===== src/rtl/wake_pkg.sv =====
// Package: shared types and constants for the wake-on-pin-change detector.
// Assumes: nothing beyond standard SystemVerilog.
package wake_pkg;

    // Detector arming state
    typedef enum logic {
        ST_AWAKE = 1'b0,
        ST_ARMED = 1'b1
    } wake_state_e;

    // Default number of consecutive differing samples needed to accept a change
    localparam int unsigned DEFAULT_FILT_DEPTH = 3;

endpackage


===== src/rtl/wake_ref_bank.sv =====
// Module: wake_ref_bank
// Holds one reference level per watched input, loaded on the sleep-entry
// pulse. Assumes the inputs are synchronous to clk.
module wake_ref_bank #(
    parameter int unsigned NUM_CH = 5
) (
    input  logic              clk,
    input  logic              rst_n,
    input  logic              capture_i,
    input  logic [NUM_CH-1:0] level_i,
    output logic [NUM_CH-1:0] ref_o
);

    // Capture all channel levels together when sleep begins
    always_ff @(posedge clk) begin
        if (!rst_n) begin
            ref_o <= '0;
        end else if (capture_i) begin
            ref_o <= level_i;
        end
    end

endmodule


===== src/rtl/wake_glitch_filter.sv =====
// Module: wake_glitch_filter
// One channel of the glitch filter. It counts consecutive samples where the
// input differs from its reference. hit_o goes high combinationally on the
// sample that completes FILT_DEPTH differing samples, and stays high while the
// difference persists. clear_i holds the count at zero.
// Assumes: FILT_DEPTH >= 1, the input is synchronous to clk.
module wake_glitch_filter #(
    parameter int unsigned FILT_DEPTH = wake_pkg::DEFAULT_FILT_DEPTH
) (
    input  logic clk,
    input  logic rst_n,
    input  logic clear_i,
    input  logic level_i,
    input  logic ref_i,
    output logic hit_o
);

    localparam int unsigned CNT_W = $clog2(FILT_DEPTH + 1);
    localparam logic [CNT_W-1:0] LAST = CNT_W'(FILT_DEPTH - 1);

    logic [CNT_W-1:0] run_cnt;
    logic             differs;

    // Compare the live level with the captured reference
    always_comb begin
        differs = level_i ^ ref_i;
    end

    // Count consecutive differing samples, saturating at the last step
    always_ff @(posedge clk) begin
        if (!rst_n) begin
            run_cnt <= '0;
        end else if (clear_i || !differs) begin
            run_cnt <= '0;
        end else if (run_cnt != LAST) begin
            run_cnt <= run_cnt + CNT_W'(1);
        end
    end

    // Accept the change on the sample that completes the run
    always_comb begin
        hit_o = !clear_i && differs && (run_cnt == LAST);
    end

endmodule


===== src/rtl/wake_seq_ctrl.sv =====
// Module: wake_seq_ctrl
// Arming state machine, wake pulse and wake-cause flag. Sleep entry arms the
// detector and sets the flag. An accepted change while armed and enabled
// fires a one-cycle pulse, clears the flag and disarms.
// Assumes: sleep_i is a single-cycle pulse; dis_i is active high (1 = off).
module wake_seq_ctrl
    import wake_pkg::*;
(
    input  logic clk,
    input  logic rst_n,
    input  logic sleep_i,
    input  logic hit_any_i,
    input  logic dis_i,
    output logic armed_o,
    output logic wake_o,
    output logic flag_o
);

    wake_state_e state_q;
    logic        fire;

    // Decide whether this sample triggers a wake
    always_comb begin
        fire = (state_q == ST_ARMED) && !sleep_i && hit_any_i && !dis_i;
    end

    // Arming state: sleep arms, a wake disarms
    always_ff @(posedge clk) begin
        if (!rst_n) begin
            state_q <= ST_AWAKE;
        end else if (sleep_i) begin
            state_q <= ST_ARMED;
        end else if (fire) begin
            state_q <= ST_AWAKE;
        end
    end

    // One-cycle warm-reset request
    always_ff @(posedge clk) begin
        if (!rst_n) begin
            wake_o <= 1'b0;
        end else begin
            wake_o <= fire;
        end
    end

    // Wake-cause flag: set by power-on and sleep entry, cleared by pin wake
    always_ff @(posedge clk) begin
        if (!rst_n) begin
            flag_o <= 1'b1;
        end else if (sleep_i) begin
            flag_o <= 1'b1;
        end else if (fire) begin
            flag_o <= 1'b0;
        end
    end

    // Expose arming for the filter clear
    always_comb begin
        armed_o = (state_q == ST_ARMED);
    end

endmodule


===== src/rtl/wake_pin_monitor.sv =====
// Module: wake_pin_monitor (top)
// Watches NUM_PINS general pins plus one slow-rise input during sleep. It
// captures references on sleep entry, filters each channel, and issues a
// warm-reset pulse with a cleared wake-cause flag on an accepted change.
// Assumes: all inputs are synchronous to the low-power clock clk.
module wake_pin_monitor #(
    parameter int unsigned NUM_PINS   = 4,
    parameter int unsigned FILT_DEPTH = wake_pkg::DEFAULT_FILT_DEPTH
) (
    input  logic                clk,
    input  logic                rst_n,
    input  logic [NUM_PINS-1:0] pins_i,
    input  logic                slow_pin_i,
    input  logic                sleep_start_i,
    input  logic                wake_dis_i,
    output logic                wake_rst_o,
    output logic                pin_wake_flag_o
);

    localparam int unsigned NUM_CH = NUM_PINS + 1;

    logic [NUM_CH-1:0] level_all;
    logic [NUM_CH-1:0] ref_all;
    logic [NUM_CH-1:0] hit_all;
    logic              armed;
    logic              filt_clear;
    logic              hit_any;

    // Gather all watched channels, slow-rise input on top
    always_comb begin
        level_all = {slow_pin_i, pins_i};
    end

    // Hold the filters idle while disarmed or on a (re)arm sample
    always_comb begin
        filt_clear = !armed || sleep_start_i;
    end

    // Any channel accepting a change
    always_comb begin
        hit_any = |hit_all;
    end

    wake_ref_bank #(
        .NUM_CH (NUM_CH)
    ) u_ref (
        .clk       (clk),
        .rst_n     (rst_n),
        .capture_i (sleep_start_i),
        .level_i   (level_all),
        .ref_o     (ref_all)
    );

    for (genvar ch = 0; ch < NUM_CH; ch++) begin : g_filt
        wake_glitch_filter #(
            .FILT_DEPTH (FILT_DEPTH)
        ) u_filt (
            .clk     (clk),
            .rst_n   (rst_n),
            .clear_i (filt_clear),
            .level_i (level_all[ch]),
            .ref_i   (ref_all[ch]),
            .hit_o   (hit_all[ch])
        );
    end

    wake_seq_ctrl u_ctrl (
        .clk       (clk),
        .rst_n     (rst_n),
        .sleep_i   (sleep_start_i),
        .hit_any_i (hit_any),
        .dis_i     (wake_dis_i),
        .armed_o   (armed),
        .wake_o    (wake_rst_o),
        .flag_o    (pin_wake_flag_o)
    );

endmodule


===== config.mk =====
export PLATFORM = sky130hd
export DESIGN_NAME = wake_pin_monitor
export DESIGN_NICKNAME = d
export VERILOG_FILES = /design/src/rtl/wake_pkg.sv /design/src/rtl/wake_ref_bank.sv /design/src/rtl/wake_glitch_filter.sv /design/src/rtl/wake_seq_ctrl.sv /design/src/rtl/wake_pin_monitor.sv
export SDC_FILE = /design/constraint.sdc
export NUM_CORES = 1
export LEC_CHECK = 0
export BUFFER_PORTS_ARGS = -buffer_cell sky130_fd_sc_hd__buf_2
export CORE_MARGIN = 1.5
export CORE_UTILIZATION = 25
export CTS_CLUSTER_DIAMETER = 60
export DETAILED_ROUTE_END_ITERATION = 16
export GPL_TIMING_DRIVEN = 0
export HOLD_SLACK_MARGIN = 0.06
export SYNTH_ARGS = -nofsm -noshare
export SYNTH_HDL_FRONTEND = slang
export SYNTH_SLANG_ARGS = --single-unit

===== constraint.sdc =====
create_clock -name clk -period 1.54 [get_ports clk]
set_input_delay 0 -clock clk [delete_from_list [all_inputs] [get_ports clk]]
set_output_delay 0 -clock clk [all_outputs]
set_load 0.02 [all_outputs]

Word level (Yosys, flattened, before mapping). Cells that the tools add are included.

Register bits: 18. Bits of input ports: 9. Output and inout port bits: 2. Word-level logic and storage cells: 68.

Add/sub/neg operators: 5. Equality and inequality tests: 10. Muxes and demuxes: 2. Bitwise gates (word level): 6. Reduce and logical (&&, ||, !) cells: 36.

Operator list (count): 1-bit logical AND (13); 2-bit OR reduction (6); 2-bit by 1-bit adder with 2-bit output (second input constant) (5); 2-bit equality test (second input constant) (5); 2-bit != test (second input constant) (5); 1-bit logical NOT (9); 1-bit logical OR (6); 5-bit OR reduction (1); 1-bit bitwise XOR (5); 1-bit two-way mux (2); 2-bit nonzero test (1); 1-bit NOT (1).

Longest topological paths before layout. Gate-level depths: netlist of the first run.

Depth in word-level cells: 10. Mapped depth: 5. Mapped depth without buffers: 5.

By module. From an unflattened synthesis of the first run, not the netlist that was laid out.

Cells, all modules: 90. Area, all modules: 914.6 um2.

By module, submodules not included: wake_glitch_filter (instances 5, cells an instance 12, area each 116.4 um2, seq. area each 40.0 um2); wake_ref_bank (instances 1, cells an instance 16, area each 192.7 um2, seq. area each 100.1 um2); wake_seq_ctrl (instances 1, cells an instance 10, area each 121.4 um2, seq. area each 60.1 um2); wake_pin_monitor (instances 1, cells an instance 4, area each 18.8 um2, seq. area each 0.0 um2).

Worst setup path after synthesis of the first run. Ideal clock, no wire load.

Path kind: register to register. Start point: register g_filt[0].u_filt.run_cnt[0]. End point: register u_ctrl.flag_o. Setup time: 0.058 ns. Arrival: 1.212 ns. Required time: 1.482 ns. Slack: 0.269 ns. Cell stages (with the launch flop): 5. Buffers on the path: 0. Clock period less this slack: 1.271 ns. Path through: dfxtp_1 inv_1 ha_1 a222oi_1 a311o_2.

Longest elaborated chain between the ends: 5.

Ends and longest elaborated chain: from (decl) (line wake_glitch_filter.sv:21) `logic [CNT_W-1:0] run_cnt;`; from (signal assigned) (line wake_glitch_filter.sv:36) `run_cnt <= run_cnt + CNT_W'(1);`; 2-bit equality test (line wake_glitch_filter.sv:42) `hit_o = !clear_i && differs && (run_cnt == LAST);`; 1-bit logical AND (line wake_glitch_filter.sv:42); 5-bit OR reduction (line wake_pin_monitor.sv:41) `hit_any = |hit_all;`; 1-bit logical AND (2 in series) (line wake_seq_ctrl.sv:24) `fire = (state_q == ST_ARMED) && !sleep_i && hit_any_i && !dis_i;`; to (signal assigned) (line wake_seq_ctrl.sv:50) `flag_o <= 1'b1;`; to (signal assigned) (line wake_seq_ctrl.sv:52) `flag_o <= 1'b1;`; to (signal assigned) (line wake_seq_ctrl.sv:54) `flag_o <= 1'b0;`; to (decl) (line wake_seq_ctrl.sv:16) `output logic flag_o`.

No other way between the ends. A chain may end at the register's enable or synchronous reset.

Final worst setup path of the first run. Same ends and word-level chain as after synthesis.

==> qor.yml, run 1 <==
die:
  rows: 20
  dieArea_sq_mm: 0.00357
  die_width_um: 59.7
  initial_core_util: 0.264
  ioPinCount: 11
  dieHeight_um: 59.7
  core_sq_mm: 0.00305
placed_design:
  dpl_cell_area_sq_um: 905
  gp_congestion: 0.706
  post-place-ws_ns: 0.0901
  portBuffers: 9
  dpl.hpwl_mm: 1.08
yosys:
  synth_cell_types: 16
  synth_top_area_cell: "dfxtp_1"
  yosys_warnings: 0
  ys_seq_elements: 18
  netlist_area_sq_um: 805
  yosysSeqAreaShare: 0.448
  synth_edf_count: 0
  synth_top_area_share: 0.448
  synth.most_common_cell: "dfxtp_1"
  synthesis.nets: 100
  syn_inst: 86
  ys_top_cells_by_count: "dfxtp_1 (18), nor2_1 (15), xor2_1 (10), nor2b_1 (8), a21oi_1 (7)"
  synth-async-reset-ratio: 0
  post_synth_main_area_contributors: "dfxtp_1 (45%), xor2_1 (11%), ha_1 (7.8%), nor2_1 (7.0%), mux2i_1 (6.2%)"
  ys_dominant_reg_cell: "dfxtp_1"
  syn_area_per_cell_sq_um: 9.35
routing:
  drcViolationCount: 0
  ant_nets: 0
  viasPerCell: 4.18
  routedWlPerCell_um: 8.95
  vias: 652
  drt-initial-drc-count: 12
  drt-pass1-iter-count: 4
  routed_wl_mm: 1.40
power:
  pwr-share-clk: 0.328
  combPwrFrac: 0.120
  seq_power_share: 0.552
  leakage_nw: 0.491
  vdd_drop_max_v: 0.000467
  switchingPower_mw: 0.205
  swShare: 0.230
  p_per_area_mw_per_mm2: 835
  cell_internal_pwr_mw: 0.687
cells_and_area:
  num-nets-final: 127
  utilization: 0.350
  diodes: 0
  drive_gt1_frac: 0.143
  postLayoutCellArea_sq_mm: 0.00107
  syn2layout_area_growth_pct: 32.8
worst_setup_path:
  crit_path_max_fanout: 4
  crit_type: "reg -> reg"
  slowest_delay_ns: 0.36
  crit_arrival_ns: 1.61
  crit_path_start_kind: "register"
  reg2regPathDepth: 5
  cp.buffers_inverters: 2
  worstPathRequired_ns: 1.78
  worstSetupEndpointType: "register"
  crit_slowest_cell: "dfxtp_1"
  cp_top_family: "compound AO/OA/AOI/OAI gates"
  crit_cells: 5
  path_cells: "inv_1 -> ha_1 -> a222oi_1 -> buf_4 -> a311o_2"
cts:
  cts_tree: "done"
  clkTransAtPathRegs_ns: 0.10
  cts_made_buffers: 3
  clock_sinks: 18
  clockBufferDepth: 2
  cts-root-buf: "clkbuf_4"
  htree_levels: 1
  clk_latency_ns: 0.30
  ctsResizeCount: 0
run_status:
  status: "finished clean"
min_path:
  hp-class: "in -> reg"
  hold_depth: 3
global_routing:
  grt_max_degree: 11
  antenna_found_initial: 0
  grt_pass1_wl_mm: 2.73
  grt_use_total: 0.0996
  grt-ovfl-total: 0
  grt_pass1_vias: 697
job:
  cap_violations: 0
timing:
  hold_viol: 0
  setup_slack_ns: 0.170
  period_needed_ns: 1.37
  fmax_mhz: 730
  slew_headroom: 0.789
  setup_viol: 0
  fin_setup_tns_ns: 0
  rsz0062_at_grt: "false"
  worstMarginPinSlew_ns: 0.317
  fin_worst_skew_ns: 0.00837
  slew_violations: 0
  finalCritPeriodShare: 0.890
[per-layer routing]
metal | part of all wire | global-route usage | vias up
met4 | 0.0093 | 0.0476 | 0
met1 | 0.49 | 0.113 | 303
met2 | 0.47 | 0.180 | 11
met5 | 0 | 0 | -
met3 | 0.030 | 0.0152 | 2
li1 | - | - | 336
[state kept, by name, summed over array words and instances, names as in the netlist]
signal,count
u_ref.ref_o,5
u_ctrl.wake_o,1
u_ctrl.armed_o,1
u_ctrl.flag_o,1
g_filt.u_filt.run_cnt,10
[through the flow]
step	std cells	hold WS [ns]	total power [mW]
final	156	0.200	0.892
after global routing	156	0.215	0.940
after CTS	155	0.190	0.902
after detailed placement	139	0.290	0.587
after global placement	139	0.287	0.581
after floorplan	86	0.128	0.560
[worst register-to-register path, stage by stage, from the launching register on]
cell and delay (ns):
dfxtp_1 0.36, inv_1 0.05, ha_1 0.24, a222oi_1 0.34, buf_4 0.18, a311o_2 0.16
[final cells by class]
| class | instances | area (sq um) |
|---|---|---|
| multi-input cells | 62 | 420 |
| well taps | 44 | 55.1 |
| plain buffers | 1 | 5.00 |
| flip-flops and latches | 18 | 360 |
| fillers | 351 | 1980 |
| repair buffers | 22 | 173 |
| clock buffers | 4 | 36.3 |
| inverters | 5 | 18.8 |
[worst paths after layout]
kind / endpoint / slack [ns] / start
worst min-delay path: u_ctrl.flag_o / 0.20 / sleep_start_i
worst max register to register: u_ctrl.flag_o / 0.17 / g_filt[0].u_filt.run_cnt[0]
worst max-delay path: u_ctrl.flag_o / 0.17 / g_filt[0].u_filt.run_cnt[0]
worst min register to register: g_filt[0].u_filt.run_cnt[1] / 0.51 / g_filt[0].u_filt.run_cnt[1]
[repair_timing]
item                                    in CTS  in global routing
endpoints found under the setup margin       0                  3
hold buffers                                12                  0
hold endpoints to repair                    17                  0
buffers inserted                             0                  1
[placed cells by master (no fill, tap or decap), types with 2 or more instances in the layout]
cell type,Yosys,routed
xor2_1,10,10
dlygate4sd3_1,0,12
inv_1,5,5
nand2_1,5,5
mux2i_1,5,5
buf_2,1,10
nor2b_1,8,8
nand2b_1,2,2
dfxtp_1,18,18
nor2_1,15,15
ha_1,5,5
clkbuf_4,0,3
a21oi_1,7,7
[power groups by stage]
stage          Clock (mW)  Combinational [mW]  Sequential (mW)
3_5_place_dp            0              0.0829            0.504
4_1_cts             0.302               0.107            0.493
5_1_grt             0.323               0.121            0.496
2_1_floorplan           0              0.0579            0.502
6_report            0.292               0.107            0.493
3_3_place_gp            0              0.0787            0.503
[cells by family after synthesis]
group / synth area share
mux: 0.0622
fa+ha+maj: 0.0778
xor+xnor: 0.109
buf+inv: 0.0295
simple gates: 0.182
compound gates: 0.0918
flops: 0.448
Note: power is estimated with default switching activity, not from simulation.
==> inputs of run 2 (changes only) <==
- ABC_AREA: not set -> 1
==> run 2 against run 1 <==
  * Final area grew 0.82%
  * Highest routed layer unchanged
  * Worst setup slack got worse by 0.024 ns
  * Non-clock buffer count increased by 1
  * Core utilization down 0.56 points
  * Critical path type unchanged
  * Die area increased by 3.8%
  * Sequential cell count did not move
  * Sequential power decreased by 0.8%
  * Clock power fell by 23%
==> qor.yml, run 2 <==
run_status:
  status: "finished clean"
timing:
  fin_worst_skew_ns: 0.00687
  setup_viol: 0
  slew_headroom: 0.734
  finalCritPeriodShare: 0.905
  period_needed_ns: 1.39
  rsz0062_at_grt: "false"
  fin_setup_tns_ns: 0
  fmax_mhz: 717
  hold_viol: 0
  worstMarginPinSlew_ns: 0.399
  slew_violations: 0
cts:
  cts-root-buf: "clkbuf_4"
  cts_made_buffers: 3
  clock_sinks: 18
  clkTransAtPathRegs_ns: 0.10
  clk_latency_ns: 0.29
  cts_tree: "done"
  htree_levels: 1
  clockBufferDepth: 2
worst_setup_path:
  reg2reg_slack_ns: 0.15
  regToRegStartpoint: "u_ctrl.armed_o"
  crit_path_start_kind: "register"
  worstSetupEndpointType: "register"
  crit_type: "reg -> reg"
  worstPathRequired_ns: 1.77
  crit_path_max_fanout: 6
  reg2reg_to: "g_filt[2].u_filt.run_cnt[1]"
  reg2regPathDepth: 5
  crit_arrival_ns: 1.63
die:
  dieArea_sq_mm: 0.00370
  rows: 20
  dieHeight_um: 60.9
  core_sq_mm: 0.00313
  initial_core_util: 0.268
  die_width_um: 60.9
  ioPinCount: 11
cells_and_area:
  drive_gt1_frac: 0.164
  reg_top3: "g_filt.u_filt.run_cnt x10, u_ref.ref_o x5"
  syn2layout_area_growth_pct: 28.7
  utilization: 0.344
  final_cell_mix: "nor2_1 (18), dfxtp_1 (18), inv_1 (16), nand2_1 (15), buf_2 (11)"
  diodes: 0
  largest_reg_flops: 10
  top_register: "g_filt.u_filt.run_cnt"
  num-nets-final: 150
global_routing:
  antenna_found_initial: 0
  grt_max_degree: 11
  grt_use_total: 0.106
  grt_pass1_vias: 759
  grt-ovfl-total: 0
  grt_pass1_wl_mm: 2.89
routing:
  ant_nets: 0
  viasPerCell: 4.29
  vias: 764
  drt-pass1-iter-count: 3
  routedWlPerCell_um: 8.96
  routed_wl_mm: 1.60
  drt-initial-drc-count: 5
  drcViolationCount: 0
min_path:
  hp-start: "u_ctrl.flag_o"
  hold_depth: 2
  hp-class: "reg -> reg"
  hold_path_end: "u_ctrl.flag_o"
power:
  leakage_nw: 0.511
  combPwrFrac: 0.121
  swShare: 0.237
  switchingPower_mw: 0.192
  cell_internal_pwr_mw: 0.620
  vdd_drop_max_v: 0.000411
  seq_power_share: 0.603
  pwr-share-clk: 0.276
  p_per_area_mw_per_mm2: 754
job:
  cap_violations: 0
yosys:
  synth-async-reset-ratio: 0
  yosys_warnings: 0
  synth_top_area_share: 0.430
  syn_inst: 109
  yosysSeqAreaShare: 0.430
  ys_dominant_reg_cell: "dfxtp_1"
  post_synth_main_area_contributors: "dfxtp_1 (43%), nor2_1 (8.1%), ha_1 (7.5%), inv_1 (7.2%), nand2_1 (6.7%)"
  ys_seq_elements: 18
  synthesis.nets: 123
  synth_edf_count: 0
  synth_cell_types: 18
  synth_top_area_cell: "dfxtp_1"
  syn_area_per_cell_sq_um: 7.68
  ys_top_cells_by_count: "dfxtp_1 (18), nor2_1 (18), inv_1 (16), nand2_1 (15), a21oi_1 (9)"
  netlist_area_sq_um: 837
placed_design:
  gp_congestion: 0.725
  dpl.hpwl_mm: 1.20
  portBuffers: 10
run 2: cell types whose count changed after synthesis, moves of 2 or more:
cell	previous run	this run
nor2b_1	8	0
nand4_1	0	8
mux2i_1	5	0
a21oi_1	7	9
xor2_1	10	5
nand2_1	5	15
nand3_1	0	2
o21ai_0	0	5
nand2b_1	2	0
nor2_1	15	18
inv_1	5	16
run 2: area by class of cell:
cell class | count | area (sq um)
Clock buffer | 3 | 22.5
Timing Repair Buffer | 22 | 163
Fill cell | 334 | 2050
Sequential cell | 18 | 360
Buffer | 2 | 8.76
Inverter | 17 | 63.8
Tap cell | 44 | 55.1
Multi-Input combinational cell | 72 | 404
run 2: worst max path at each step:
stage	endpoint	cells past startpoint	from	slack (ns)
2_1_floorplan	u_ctrl.armed_o	7	g_filt[2].u_filt.run_cnt[0]	0.40
3_3_place_gp	u_ctrl.armed_o	7	g_filt[1].u_filt.run_cnt[0]	0.31
3_5_place_dp	u_ctrl.armed_o	7	g_filt[1].u_filt.run_cnt[0]	0.25
4_1_cts	g_filt[2].u_filt.run_cnt[0]	5	u_ctrl.armed_o	0.09
5_1_grt	g_filt[2].u_filt.run_cnt[1]	5	u_ctrl.armed_o	0.02
6_report	g_filt[2].u_filt.run_cnt[1]	5	u_ctrl.armed_o	0.15
run 2: worst max-delay path, cell delays in order, from the launching register on:
cell and delay (ns):
dfxtp_1 0.36, inv_1 0.07, nor2_4 0.16, nand4_1 0.09, dlygate4sd3_1 0.58, nor2_1 0.09
run 2: layer usage:
metal  vias to the layer above  global-route usage  routed length (um)
li1                        402                   -                   -
met1                       349               0.114                 736
met2                         9               0.184                 788
met3                         4              0.0320                  39
met4                         0              0.0590                  31
met5                         -                   0                   0
run 2: repair_timing:
action,4_1_cts,5_1_grt
setup buffers,0,3
resized for setup,0,0
endpoints found under the hold margin,15,0
setup endpoints to repair,0,2
hold buffers,9,0
run 2: power by group through the flow:
stage	registers, mW	logic (mW)	clock network, mW
after floorplan	0.498	0.0527	0
after detailed placement	0.500	0.0768	0
after global routing	0.492	0.112	0.270
final	0.489	0.0986	0.224
after global placement	0.499	0.0721	0
after CTS	0.489	0.0934	0.241
run 2: stage by stage:
| step | power, mW | cell area (sq um) | instances | hold slack, ns | setup WS (ns) |
|---|---|---|---|---|---|
| after floorplan | 0.551 | 837 | 109 | 0.135 | 0.397 |
| after global placement | 0.571 | 942 | 163 | 0.259 | 0.313 |
| after detailed placement | 0.577 | 942 | 163 | 0.269 | 0.246 |
| after CTS | 0.823 | 1050 | 175 | 0.479 | 0.0862 |
| after global routing | 0.874 | 1080 | 178 | 0.490 | 0.0233 |
| final | 0.812 | 1080 | 178 | 0.471 | 0.146 |
run 2: kinds of logic (layout without fill, tap and decap cells):
family,after synthesis,in the layout,synth area share
buffers and inverters,19,44,0.0867
XOR/XNOR,5,5,0.0523
flip-flops,18,18,0.430
AO/OA/AOI/OAI,16,16,0.108
AND/OR/NAND/NOR,46,46,0.248
adder cells (fa/ha/maj),5,5,0.0747
==> inputs of run 3 (changes only) <==
- RECOVER_POWER: not set -> 100
==> run 3 against run 2 <==
  * Sequential cell count is the same
  * Total power decreased by 0.32%
  * Critical path depth increased by 5
  * Count of clock-buffer cells in the layout stayed put
  * Non-clock buffer count is the same
  * Register-to-register slack is essentially flat
  * Critical endpoint is now u_ctrl.flag_o
  * Largest power group unchanged
==> qor.yml, run 3 (synthesis gave the netlist of run 2 again) <==
run_status:
  status: "finished clean"
global_routing:
  antenna_found_initial: 0
  grt_use_total: 0.106
  grt_pass1_vias: 759
  grt-ovfl-total: 0
  grt_max_degree: 11
  grt_pass1_wl_mm: 2.89
die:
  dieArea_sq_mm: 0.00370
  rows: 20
  dieHeight_um: 60.9
  initial_core_util: 0.268
  core_sq_mm: 0.00313
  die_width_um: 60.9
  ioPinCount: 11
worst_setup_path:
  reg2reg_slack_ns: 0.14
  worstSetupEndpointType: "register"
  slowest_delay_ns: 0.36
  worstPathRequired_ns: 1.71
  reg2reg_to: "u_ctrl.flag_o"
  crit_slowest_cell: "dfxtp_1"
  regToRegStartpoint: "u_ctrl.armed_o"
  crit_path_start_kind: "register"
  path_cells: "inv_1 -> nor2_4 -> clkbuf_4 -> inv_1 -> nor2_1 -> nand2_1 -> nand2_1 -> o21bai_2 -> nand2_1 -> nand3_1"
  crit_path_max_fanout: 6
  path_common_cell: "nand2_1"
  crit_arrival_ns: 1.56
  crit_type: "reg -> reg"
  reg2regPathDepth: 10
cells_and_area:
  fillers: 338
  diodes: 0
  largest_reg_flops: 10
  layout.area.seq_sq_um: 360
  reg_top3: "g_filt.u_filt.run_cnt x10, u_ref.ref_o x5"
  drive_gt1_frac: 0.127
  num-nets-final: 150
  utilization: 0.342
  top_register: "g_filt.u_filt.run_cnt"
  postLayoutCellArea_sq_mm: 0.00107
  syn2layout_area_growth_pct: 28.0
  multiInputGateArea_sq_um: 402
  final_cell_mix: "nor2_1 (19), dfxtp_1 (18), inv_1 (17), nand2_1 (15)"
  layout_commonest_cell: "nor2_1"
min_path:
  hold_path_end: "u_ctrl.flag_o"
  hold_depth: 2
  hp-class: "reg -> reg"
  hp-start: "u_ctrl.flag_o"
timing:
  finalCritPeriodShare: 0.906
  fin_setup_tns_ns: 0
  hold_ws_ns: 0.473
  slew_violations: 0
  rsz0062_at_grt: "false"
  hold_viol: 0
  fin_worst_skew_ns: 0.00620
  setup_viol: 0
  fmax_mhz: 716
  slew_headroom: 0.738
  worstMarginPinSlew_ns: 0.393
  period_needed_ns: 1.40
cts:
  htree_levels: 1
  clock_sinks: 18
  cts-root-buf: "clkbuf_4"
  clockBufferDepth: 2
  clkTransAtPathRegs_ns: 0.09
  clk_latency_ns: 0.29
  ctsResizeCount: 0
  cts_made_buffers: 3
  cts_tree: "done"
placed_design:
  dpl_cell_area_sq_um: 942
  gp_congestion: 0.725
  dpl.hpwl_mm: 1.20
  portBuffers: 10
power:
  p_per_area_mw_per_mm2: 756
  vdd_drop_max_v: 0.000411
  leakage_nw: 0.503
routing:
  viasPerCell: 4.27
  drt-initial-drc-count: 7
  routedWlPerCell_um: 8.97
  ant_nets: 0
  vias: 760
  routed_wl_mm: 1.60
  drt-pass1-iter-count: 4
  drcViolationCount: 0
job:
  cap_violations: 0
-- run 3: worst max path at each step --
stage                           startpoint                          end  slack [ns]
2_1_floorplan  g_filt[2].u_filt.run_cnt[0]               u_ctrl.armed_o        0.40
3_3_place_gp   g_filt[1].u_filt.run_cnt[0]               u_ctrl.armed_o        0.31
3_5_place_dp   g_filt[1].u_filt.run_cnt[0]               u_ctrl.armed_o        0.25
4_1_cts                     u_ctrl.armed_o  g_filt[2].u_filt.run_cnt[0]        0.09
5_1_grt                     u_ctrl.armed_o  g_filt[2].u_filt.run_cnt[1]        0.02
6_report                    u_ctrl.armed_o                u_ctrl.flag_o        0.14
-- run 3: repair_timing --
action	in CTS	in global routing
hold buffers	9	0
setup endpoints to repair	0	2
setup buffers	0	3
endpoints found under the hold margin	15	0
-- run 3: area by class of cell --
cell class,count,share of cell area
buffer,2,0.00818
inverter,17,0.0596
timing repair buffer,22,0.148
multi-input combinational,72,0.375
clock buffer,3,0.0210
tap,44,0.0514
sequential,18,0.336
-- run 3: per-layer routing --
layer,wire [um],track usage,share of wire,vias to the layer above
li1,-,-,-,402
met1,738,0.114,0.46,345
met2,789,0.184,0.49,9
met3,38,0.0320,0.024,4
met4,31,0.0590,0.019,0
met5,0,0,0,-
-- run 3: report_power, final --
group	leakage [nW]	internal, mW	total [mW]	switching, mW
clock network	0.0138	0.0909	0.223	0.132
registers	0.147	0.480	0.489	0.00940
logic	0.342	0.0476	0.0968	0.0491
total	0.503	0.619	0.809	0.191
-- run 3: critical path, delay by kind of cell, from the launching register on --
family                 cells  cell delay [ns]
flip-flops                 1             0.36
AO/OA/AOI/OAI              1             0.10
buffers and inverters      3             0.25
AND/OR/NAND/NOR            6             0.56
-- run 3: per-stage QoR --
step	setup slack [ns]	total power, mW	instances
global route	0.0246	0.873	178
detailed placement	0.246	0.577	163
global placement	0.313	0.571	163
finish	0.144	0.809	178
CTS	0.0862	0.823	175
floorplan	0.397	0.551	109
